**src/rtl/ackwin_pkg.sv**
```systemverilog
package ackwin_pkg;

  // Outcome of one clock edge as decided by the age tracker.
  typedef struct packed {
    logic accept;  // acknowledge matched an eligible request
    logic reject;  // acknowledge found nothing to match
    logic expire;  // an unmatched request left the window
  } ackwin_verdict_t;

endpackage

```
**src/rtl/ackwin_edge.sv**
```systemverilog
module ackwin_edge (
  input  logic clk,
  input  logic rst,
  input  logic lvl,
  output logic rise
);

  logic prev_q;

  always_ff @(posedge clk) begin
    if (rst) prev_q <= 1'b0;
    else     prev_q <= lvl;
  end

  assign rise = lvl & ~prev_q;


  rise_single_chk: assert property (@(posedge clk) disable iff (rst)
    rise |=> !rise);

endmodule

```
**src/rtl/ackwin_age_track.sv**
```systemverilog
module ackwin_age_track
  import ackwin_pkg::*;
#(
  parameter int MAX_AGE = 5
) (
  input  logic                 clk,
  input  logic                 rst,
  input  logic                 req_ev,
  input  logic                 ack_ev,
  output ackwin_verdict_t      verdict,
  output logic [MAX_AGE-1:0]   window
);

  // window[k-1] set: an unmatched request rose k edges ago (k = 1..MAX_AGE).
  // Age 0 is the current req_ev, which is never eligible.
  logic [MAX_AGE-1:0] hist_q, hist_d, hist_cl, oldest;
  logic               any_elig;

  // One-hot of the highest set bit, i.e. the oldest waiting request.
  function automatic logic [MAX_AGE-1:0] pick_oldest(input logic [MAX_AGE-1:0] v);
    logic [MAX_AGE-1:0] r;
    r = '0;
    for (int i = 0; i < MAX_AGE; i++) begin
      if (v[i]) r = MAX_AGE'(1) << i;
    end
    return r;
  endfunction

  assign any_elig = |hist_q;
  assign oldest   = pick_oldest(hist_q);

  always_comb begin
    verdict.accept = ack_ev & any_elig;
    verdict.reject = ack_ev & ~any_elig;
    hist_cl        = verdict.accept ? (hist_q & ~oldest) : hist_q;
    verdict.expire = hist_cl[MAX_AGE-1];
  end

  generate
    if (MAX_AGE == 1) begin : g_single
      always_comb hist_d = req_ev;
    end else begin : g_shift
      always_comb hist_d = {hist_cl[MAX_AGE-2:0], req_ev};
    end
  endgenerate

  always_ff @(posedge clk) begin
    if (rst) hist_q <= '0;
    else     hist_q <= hist_d;
  end

  assign window = hist_q;


  oldest_onehot_chk: assert property (@(posedge clk) disable iff (rst)
    $onehot0(oldest));


  fresh_req_lands_age1_chk: assert property (@(posedge clk) disable iff (rst)
    req_ev |=> window[0]);

endmodule

```
**src/rtl/ackwin_count.sv**
```systemverilog
module ackwin_count #(
  parameter int CNT_W = 3
) (
  input  logic             clk,
  input  logic             rst,
  input  logic             inc,
  input  logic             dec,
  input  logic             drop,
  output logic [CNT_W-1:0] count
);

  logic [CNT_W-1:0] count_q;

  function automatic logic [CNT_W-1:0] step_count(
    input logic [CNT_W-1:0] c, input logic up, input logic dn, input logic gone);
    return c + CNT_W'(up) - CNT_W'(dn) - CNT_W'(gone);
  endfunction

  always_ff @(posedge clk) begin
    if (rst) count_q <= '0;
    else     count_q <= step_count(count_q, inc, dec, drop);
  end

  assign count = count_q;


  no_underflow_chk: assert property (@(posedge clk) disable iff (rst)
    (count_q == '0) |-> !(dec || drop));

endmodule

```
**src/rtl/ack_window_monitor.sv**
```systemverilog
module ack_window_monitor
  import ackwin_pkg::*;
#(
  parameter int MAX_AGE = 5,
  localparam int CNT_W  = $clog2(MAX_AGE + 1)
) (
  input  logic             clk,
  input  logic             rst,
  input  logic             req,
  input  logic             ack,
  output logic             err_pulse,
  output logic             err_sticky,
  output logic [CNT_W-1:0] outstanding
);

  logic               req_ev, ack_ev;
  ackwin_verdict_t    verdict;
  logic [MAX_AGE-1:0] window;
  logic               pulse_q, sticky_q;

  ackwin_edge u_req_edge (.clk(clk), .rst(rst), .lvl(req), .rise(req_ev));
  ackwin_edge u_ack_edge (.clk(clk), .rst(rst), .lvl(ack), .rise(ack_ev));

  ackwin_age_track #(.MAX_AGE(MAX_AGE)) u_track (
    .clk(clk), .rst(rst), .req_ev(req_ev), .ack_ev(ack_ev),
    .verdict(verdict), .window(window)
  );

  ackwin_count #(.CNT_W(CNT_W)) u_count (
    .clk(clk), .rst(rst), .inc(req_ev), .dec(verdict.accept),
    .drop(verdict.expire), .count(outstanding)
  );

  always_ff @(posedge clk) begin
    if (rst) begin
      pulse_q  <= 1'b0;
      sticky_q <= 1'b0;
    end else begin
      pulse_q  <= verdict.reject;
      sticky_q <= sticky_q | verdict.reject;
    end
  end

  assign err_pulse  = pulse_q;
  assign err_sticky = sticky_q;


  sticky_hold_chk: assert property (@(posedge clk) disable iff (rst)
    err_sticky |=> err_sticky);


  pulse_sets_sticky_chk: assert property (@(posedge clk) disable iff (rst)
    err_pulse |-> err_sticky);


  zero_count_ack_err_chk: assert property (@(posedge clk) disable iff (rst)
    (ack_ev && outstanding == '0) |=> err_pulse);


  eligible_ack_ok_chk: assert property (@(posedge clk) disable iff (rst)
    (ack_ev && |window) |=> !err_pulse);


  count_tracks_window_chk: assert property (@(posedge clk) disable iff (rst)
    int'(outstanding) == $countones(window));

endmodule

```
**config.mk**
```make
export PLATFORM = sky130hd
export DESIGN_NAME = ack_window_monitor
export DESIGN_NICKNAME = d
export VERILOG_FILES = /design/src/rtl/ackwin_pkg.sv /design/src/rtl/ackwin_edge.sv /design/src/rtl/ackwin_age_track.sv /design/src/rtl/ackwin_count.sv /design/src/rtl/ack_window_monitor.sv
export SDC_FILE = /design/constraint.sdc
export NUM_CORES = 1
export LEC_CHECK = 0
export BUFFER_PORTS_ARGS = -buffer_cell sky130_fd_sc_hd__buf_2
export CORE_AREA = 2 2 39 41
export DETAILED_ROUTE_END_ITERATION = 12
export DIE_AREA = 0 0 41 43
export GPL_TIMING_DRIVEN = 0
export PLACE_DENSITY_LB_ADDON = 0.25
export SYNTH_ARGS = -nofsm -noshare
export SYNTH_HDL_FRONTEND = slang
export SYNTH_SLANG_ARGS = --single-unit
```
**constraint.sdc**
```tcl
create_clock -name clk -period 2.5 [get_ports clk]
set_input_delay 0.5 -clock clk [delete_from_list [all_inputs] [get_ports clk]]
set_output_delay 0.5 -clock clk [all_outputs]
set_load 0.03 [all_outputs]
```
**Word-level counts from Yosys, hierarchy flattened**

Cells that the tools add are included.

- Reduce and logical (&&, ||, !) cells: 1
- Mux-type cells: 6
- Add/subtract/negate cells: 3
- Bitwise logic cells: 10

Operators with widths:

| cell | count |
|---|---|
| 2-to-1 mux 5 bit | 2 |
| subtractor 3 x 1 -> 3 bit | 2 |
| AND 5 bit | 1 |
| inverter 5 bit | 1 |
| OR reduction 5 bit | 1 |
| AND 1 bit | 4 |
| 2-to-1 mux 4 bit | 1 |
| adder 3 x 1 -> 3 bit | 1 |
| 2-to-1 mux 3 bit | 1 |
| inverter 1 bit | 3 |
| 2-to-1 mux 2 bit | 1 |
| 2-to-1 mux 1 bit | 1 |
| bitwise OR 1 bit | 1 |

- Output and inout port bits: 5
- Bits in registers: 12
- Word-level logic and storage cells: 26

**Logic depth before layout (Yosys ltp)**

- Depth in word-level cells: 9
- Mapped depth: 10
- Gate-level depth less buffers: 10

**Cells and area by module**

From an unflattened synthesis, not the netlist that was laid out.

- Cells, all modules: 46
- Area, all modules: 530.5 um^2

By module, submodules not included:

| module | seq. area each (um^2) | area each (um^2) | times used | cells each |
|---|---|---|---|---|
| ackwin_age_track | 100.1 | 207.7 | 1 | 21 |
| ackwin_count | 60.1 | 171.4 | 1 | 15 |
| ackwin_edge | 20.0 | 47.5 | 2 | 3 |
| ack_window_monitor | 40.0 | 56.3 | 1 | 4 |

**Worst setup path before layout**

OpenSTA, ideal clock, no wires.

- Path kind: register to register
- Start point: reg u_track.hist_q[3], in the netlist u_track.window[3]
- End point: reg u_count.count_q[2], in the netlist u_count.count[2]
- Setup time: 0.065 ns
- Data arrival time: 1.886 ns
- Setup slack: 0.549 ns
- Cell stages (with the launch flop): 10
- Period minus slack after synthesis: 1.951 ns
- Data required time: 2.435 ns
- Cell sequence: dfxtp_1 -> nor4_1 -> o21bai_1 -> ha_1 -> o31ai_1 -> ha_1 -> inv_1 -> ha_1 -> xnor3_1 -> nor2_1

- Longest elaborated chain between the ends: 4
- Elaborated cells on any way between the ends: 5
- Classes of those cells: add/sub: 2; mux: 1; bitwise: 1; reduce/logical: 1

RTL lines:

| what | line | RTL |
|---|---|---|
| from (decl) | ackwin_age_track.sv:16 | `logic [MAX_AGE-1:0] hist_q, hist_d, hist_cl, oldest;` |
| from (signal assigned) | ackwin_age_track.sv:49 | `else hist_q <= hist_d;` |
| OR reduction 5 bit (*) | ackwin_age_track.sv:29 | `assign any_elig = \|hist_q;` |
| AND 1 bit (*) | ackwin_age_track.sv:33 | `verdict.accept = ack_ev & any_elig;` |
| subtractor 3 x 1 -> 3 bit or 2-to-1 mux 5 bit (tied branches) | ackwin_count.sv:16, ackwin_age_track.sv:35 |  |
| subtractor 3 x 1 -> 3 bit (*) | ackwin_count.sv:16 | `return c + CNT_W'(up) - CNT_W'(dn) - CNT_W'(gone);` |
| to (signal assigned) | ackwin_count.sv:21 | `else count_q <= step_count(count_q, inc, dec, drop);` |
| to (decl) | ackwin_count.sv:12 | `logic [CNT_W-1:0] count_q;` |

Every way passes the cells marked *; elsewhere a longest branch is shown, timed or not.
A chain may end at the register's enable or synchronous reset.

**Final worst setup path**

Ends and elaborated chain as after synthesis.

==> metrics.log <==
INFO  metric htree_num_levels = 1
INFO  metric critPathMaxFanout = 4
INFO  metric timing.clock.skew = 0.003013 ns
INFO  metric async_reset_ff_share = 0%
INFO  metric route.antenna.remaining_nets = 0
INFO  metric worst-endpoint-required = 2.71 ns
INFO  metric grt_pass1_wl = 1297 µm
INFO  metric synthTopCellsByArea = sky130_fd_sc_hd__dfxtp_1 48%, sky130_fd_sc_hd__ha_1 10%, sky130_fd_sc_hd__nand2b_1 6.3%, sky130_fd_sc_hd__nor2b_1 6.3%, sky130_fd_sc_hd__xnor3_1 4.5%
INFO  metric synthesis.area_per_instance = 10.80 µm²
INFO  metric num_io_pins = 9
INFO  metric crit_chain = nor4_1, o21bai_1, ha_1, o31ai_1, ha_1, inv_1, ha_1, xnor3_1, nor2_1
INFO  metric netSwitchingPower = 112.3 µW
INFO  metric cts_hold_repair.buffers = 0
INFO  metric route.final.wire_length = 743 µm
INFO  metric maximum_number_of_pins_on_one_net_before_global_route_repair = 11
INFO  metric cts_root_buf = sky130_fd_sc_hd__clkbuf_4
INFO  metric cts-root-to-sink-buffers = 2
INFO  metric crit_path_start_kind = flop
INFO  metric hold_viol = 0
INFO  metric internal_pwr_total = 325.9 µW
INFO  metric post-dp-hpwl = 570.1 µm
INFO  metric clk-insertion-delay-late = 0.26 ns
INFO  metric cp_slowest_stage_delay = 0.40 ns
INFO  metric global_route.overflow_total = 0
INFO  metric global_route.usage.met2 = 15.31%
INFO  metric setup_viol = 0
INFO  metric p_seq_share = 48.2%
INFO  metric cts_repair_resize_count = 0
INFO  metric netlist.area_leader.share = 48.36%
INFO  metric yosys_most_used_dff = sky130_fd_sc_hd__dfxtp_1
INFO  metric grt_use_met3 = 4.712%
INFO  metric place_area = 556.8 µm²
INFO  metric row_count = 14
INFO  metric gpl.final_weighted_congestion = 0.6735
INFO  metric cts-buffers-inserted = 3
INFO  metric achievable-frequency = 0.4758 GHz
INFO  metric via_count_of_the_first_global_routing_pass = 335
INFO  metric drt-initial-drc-count = 3
INFO  metric worstPathArrival = 2.31 ns
INFO  metric register_area = 240.2 µm²
INFO  metric postLayoutCellArea = 593.1 µm²
INFO  metric max_cap_viol_count = 0
INFO  metric cts_tree = built
INFO  metric run_status = finished, final reports clean
INFO  metric die_area = 1763 µm²
INFO  metric min_path_type = input pin to flop
INFO  metric grt_antenna_before_repair = 0
INFO  metric number_of_flops_mapped_to_enable_cells_by_yosys = 0
INFO  metric port-buffer-count = 8
INFO  metric clock_sinks = 12
INFO  metric grt_setup_unrepaired = no
INFO  metric whs_path_depth = 2
INFO  metric route.detailed.wl_per_inst = 10.04 µm
INFO  metric path_clk_slew = 0.08 ns
INFO  metric area_growth_from_synthesis_to_layout = 19.40%
INFO  metric crit_slowest_cell = sky130_fd_sc_hd__nor4_1
INFO  metric totalPowerFinal = 438.3 µW
INFO  metric holdWs = 0.4605 ns
INFO  metric core = 1384 µm²
INFO  metric placed_cells = 70
INFO  metric leakage = 0.2843 nW
INFO  metric tns = 0 ns
INFO  metric critical_path.endpoint_type = flop
INFO  metric combinationalPowerShare = 17.4%
INFO  metric initial_drt_pass_iterations = 4
INFO  metric drive_gt1_share = 24.14%
INFO  metric portion_of_the_post_synthesis_area_used_by_sequential_elements = 48.36%
INFO  metric groute.layer.met1.usage = 13.44%
INFO  metric postSynthNetCount = 54
INFO  metric postCtsSetupBuffers = 0
INFO  metric tightest_slew = 0.5004 ns
INFO  metric layout.cells.most_common = sky130_fd_sc_hd__dfxtp_1
INFO  metric clock_power_share = 34.4%
INFO  metric timing.final.crit_share = 84.07%
INFO  metric reg2reg_depth = 9
INFO  metric global_route.usage.total = 10.91%
INFO  metric final.min_clock_period = 2.102 ns
INFO  metric floorplan.initialDensity = 35.90%
INFO  metric drv_slew = 0
INFO  metric power.ir.vdd_worst = 282.6 µV
INFO  metric final_cell_count_no_fill = 74
INFO  metric via_per_inst = 4.730
INFO  metric netSwitchingFraction = 25.63%
INFO  metric critical_setup_path_kind = flop to flop
INFO  metric relSlewSlack = 66.17%
INFO  metric drc = 0
INFO  metric filler_cell_count = 147
INFO  metric ys_ff_latch = 12
INFO  metric synth_warnings = 0
INFO  metric final_nets = 67
INFO  metric r2r_setup_slack = 0.40 ns
INFO  metric p_per_area = 739.0 nW/µm²
INFO  metric synth.lib_cells_used.distinct = 18
INFO  metric synth_area = 496.7 µm²
INFO  metric route.vias.total = 350
INFO  metric antenna_cells_inserted = 0
INFO  metric synth_instances = 46
INFO  metric final_cell_mix = 12 x sky130_fd_sc_hd__dfxtp_1, 8 x sky130_fd_sc_hd__buf_2, 5 x sky130_fd_sc_hd__nand2b_1, 5 x sky130_fd_sc_hd__nor2b_1
INFO  metric synth_top_area_cell = sky130_fd_sc_hd__dfxtp_1
INFO  metric most_utilized_layer_in_the_global_route_result = met2
INFO  metric worst_path_most_repeated_cell = sky130_fd_sc_hd__ha_1
INFO  metric fp.dieH = 43 µm
INFO  metric die_w = 41 µm
INFO  metric multiInputGateArea = 237.7 µm²
[synthesized netlist by cell type, types with 2 or more instances]
cell,number
sky130_fd_sc_hd__nor2b_1,5
sky130_fd_sc_hd__ha_1,4
sky130_fd_sc_hd__nor4_1,2
sky130_fd_sc_hd__nor2_1,2
sky130_fd_sc_hd__inv_1,4
sky130_fd_sc_hd__nand2b_1,5
sky130_fd_sc_hd__a21oi_1,2
sky130_fd_sc_hd__dfxtp_1,12
[through the flow]
step | worst slack [ns] | util (%)
finish | 0.3983 | 42.86
global route | 0.2626 | 42.86
CTS | 0.3705 | 42.86
detailed placement | 0.3641 | 40.24
global placement | 0.3620 | 40.24
floorplan | 0.5489 | -
[routing by layer]
| layer | part of all wire, % | vias to the layer above |
|---|---|---|
| met1 | 48 | 159 |
| met2 | 47 | 6 |
| met3 | 3.9 | 2 |
| met4 | 1.2 | 0 |
| li1 | - | 183 |
| met5 | 0 | - |
[cells by family after synthesis]
kind of cell / synth area share (%)
adders and majority gates: 10.08
xor gates and xnor gates: 4.534
AOI/OAI and AO/OA: 10.33
buffers and inverters: 3.777
DFF: 48.36
and+or+nand+nor: 22.92
[registers in the layout, summed over array words and instances, names as in the netlist]
name               cells
u_req_edge.prev_q      1
err_pulse              1
err_sticky             1
u_count.count          3
u_ack_edge.prev_q      1
u_track.window         5
[power groups by stage]
| stage | Clock (mW) | Sequential [mW] | Combinational [mW] |
|---|---|---|---|
| final | 0.151 | 0.211 | 0.0760 |
| after global routing | 0.164 | 0.214 | 0.0855 |
| after CTS | 0.156 | 0.212 | 0.0778 |
| after detailed placement | 0 | 0.216 | 0.0776 |
| after global placement | 0 | 0.216 | 0.0768 |
| after floorplan | 0 | 0.236 | 0.0377 |
[worst paths after layout]
check                    start                end
max          u_track.window[3]   u_count.count[2]
min                        req  u_req_edge.prev_q
max reg2reg  u_track.window[3]   u_count.count[2]
min reg2reg         err_sticky         err_sticky
[critical path, delay by kind of cell, from the launching register on]
family	cells	cell delay, ns
buffers and inverters	1	0.06
DFF	1	0.34
adders and majority gates	3	0.60
and+or+nand+nor	2	0.48
AOI/OAI and AO/OA	2	0.37
xor gates and xnor gates	1	0.20
[layout make-up]
type	instances	area share (%)
inverters	4	2.532
repair buffers	8	6.751
clock buffers	4	6.118
well taps	16	3.376
multi-input cells	29	40.08
flip-flops and latches	12	40.51
plain buffers	1	0.6329
Note: power is estimated with default switching activity, not from simulation.
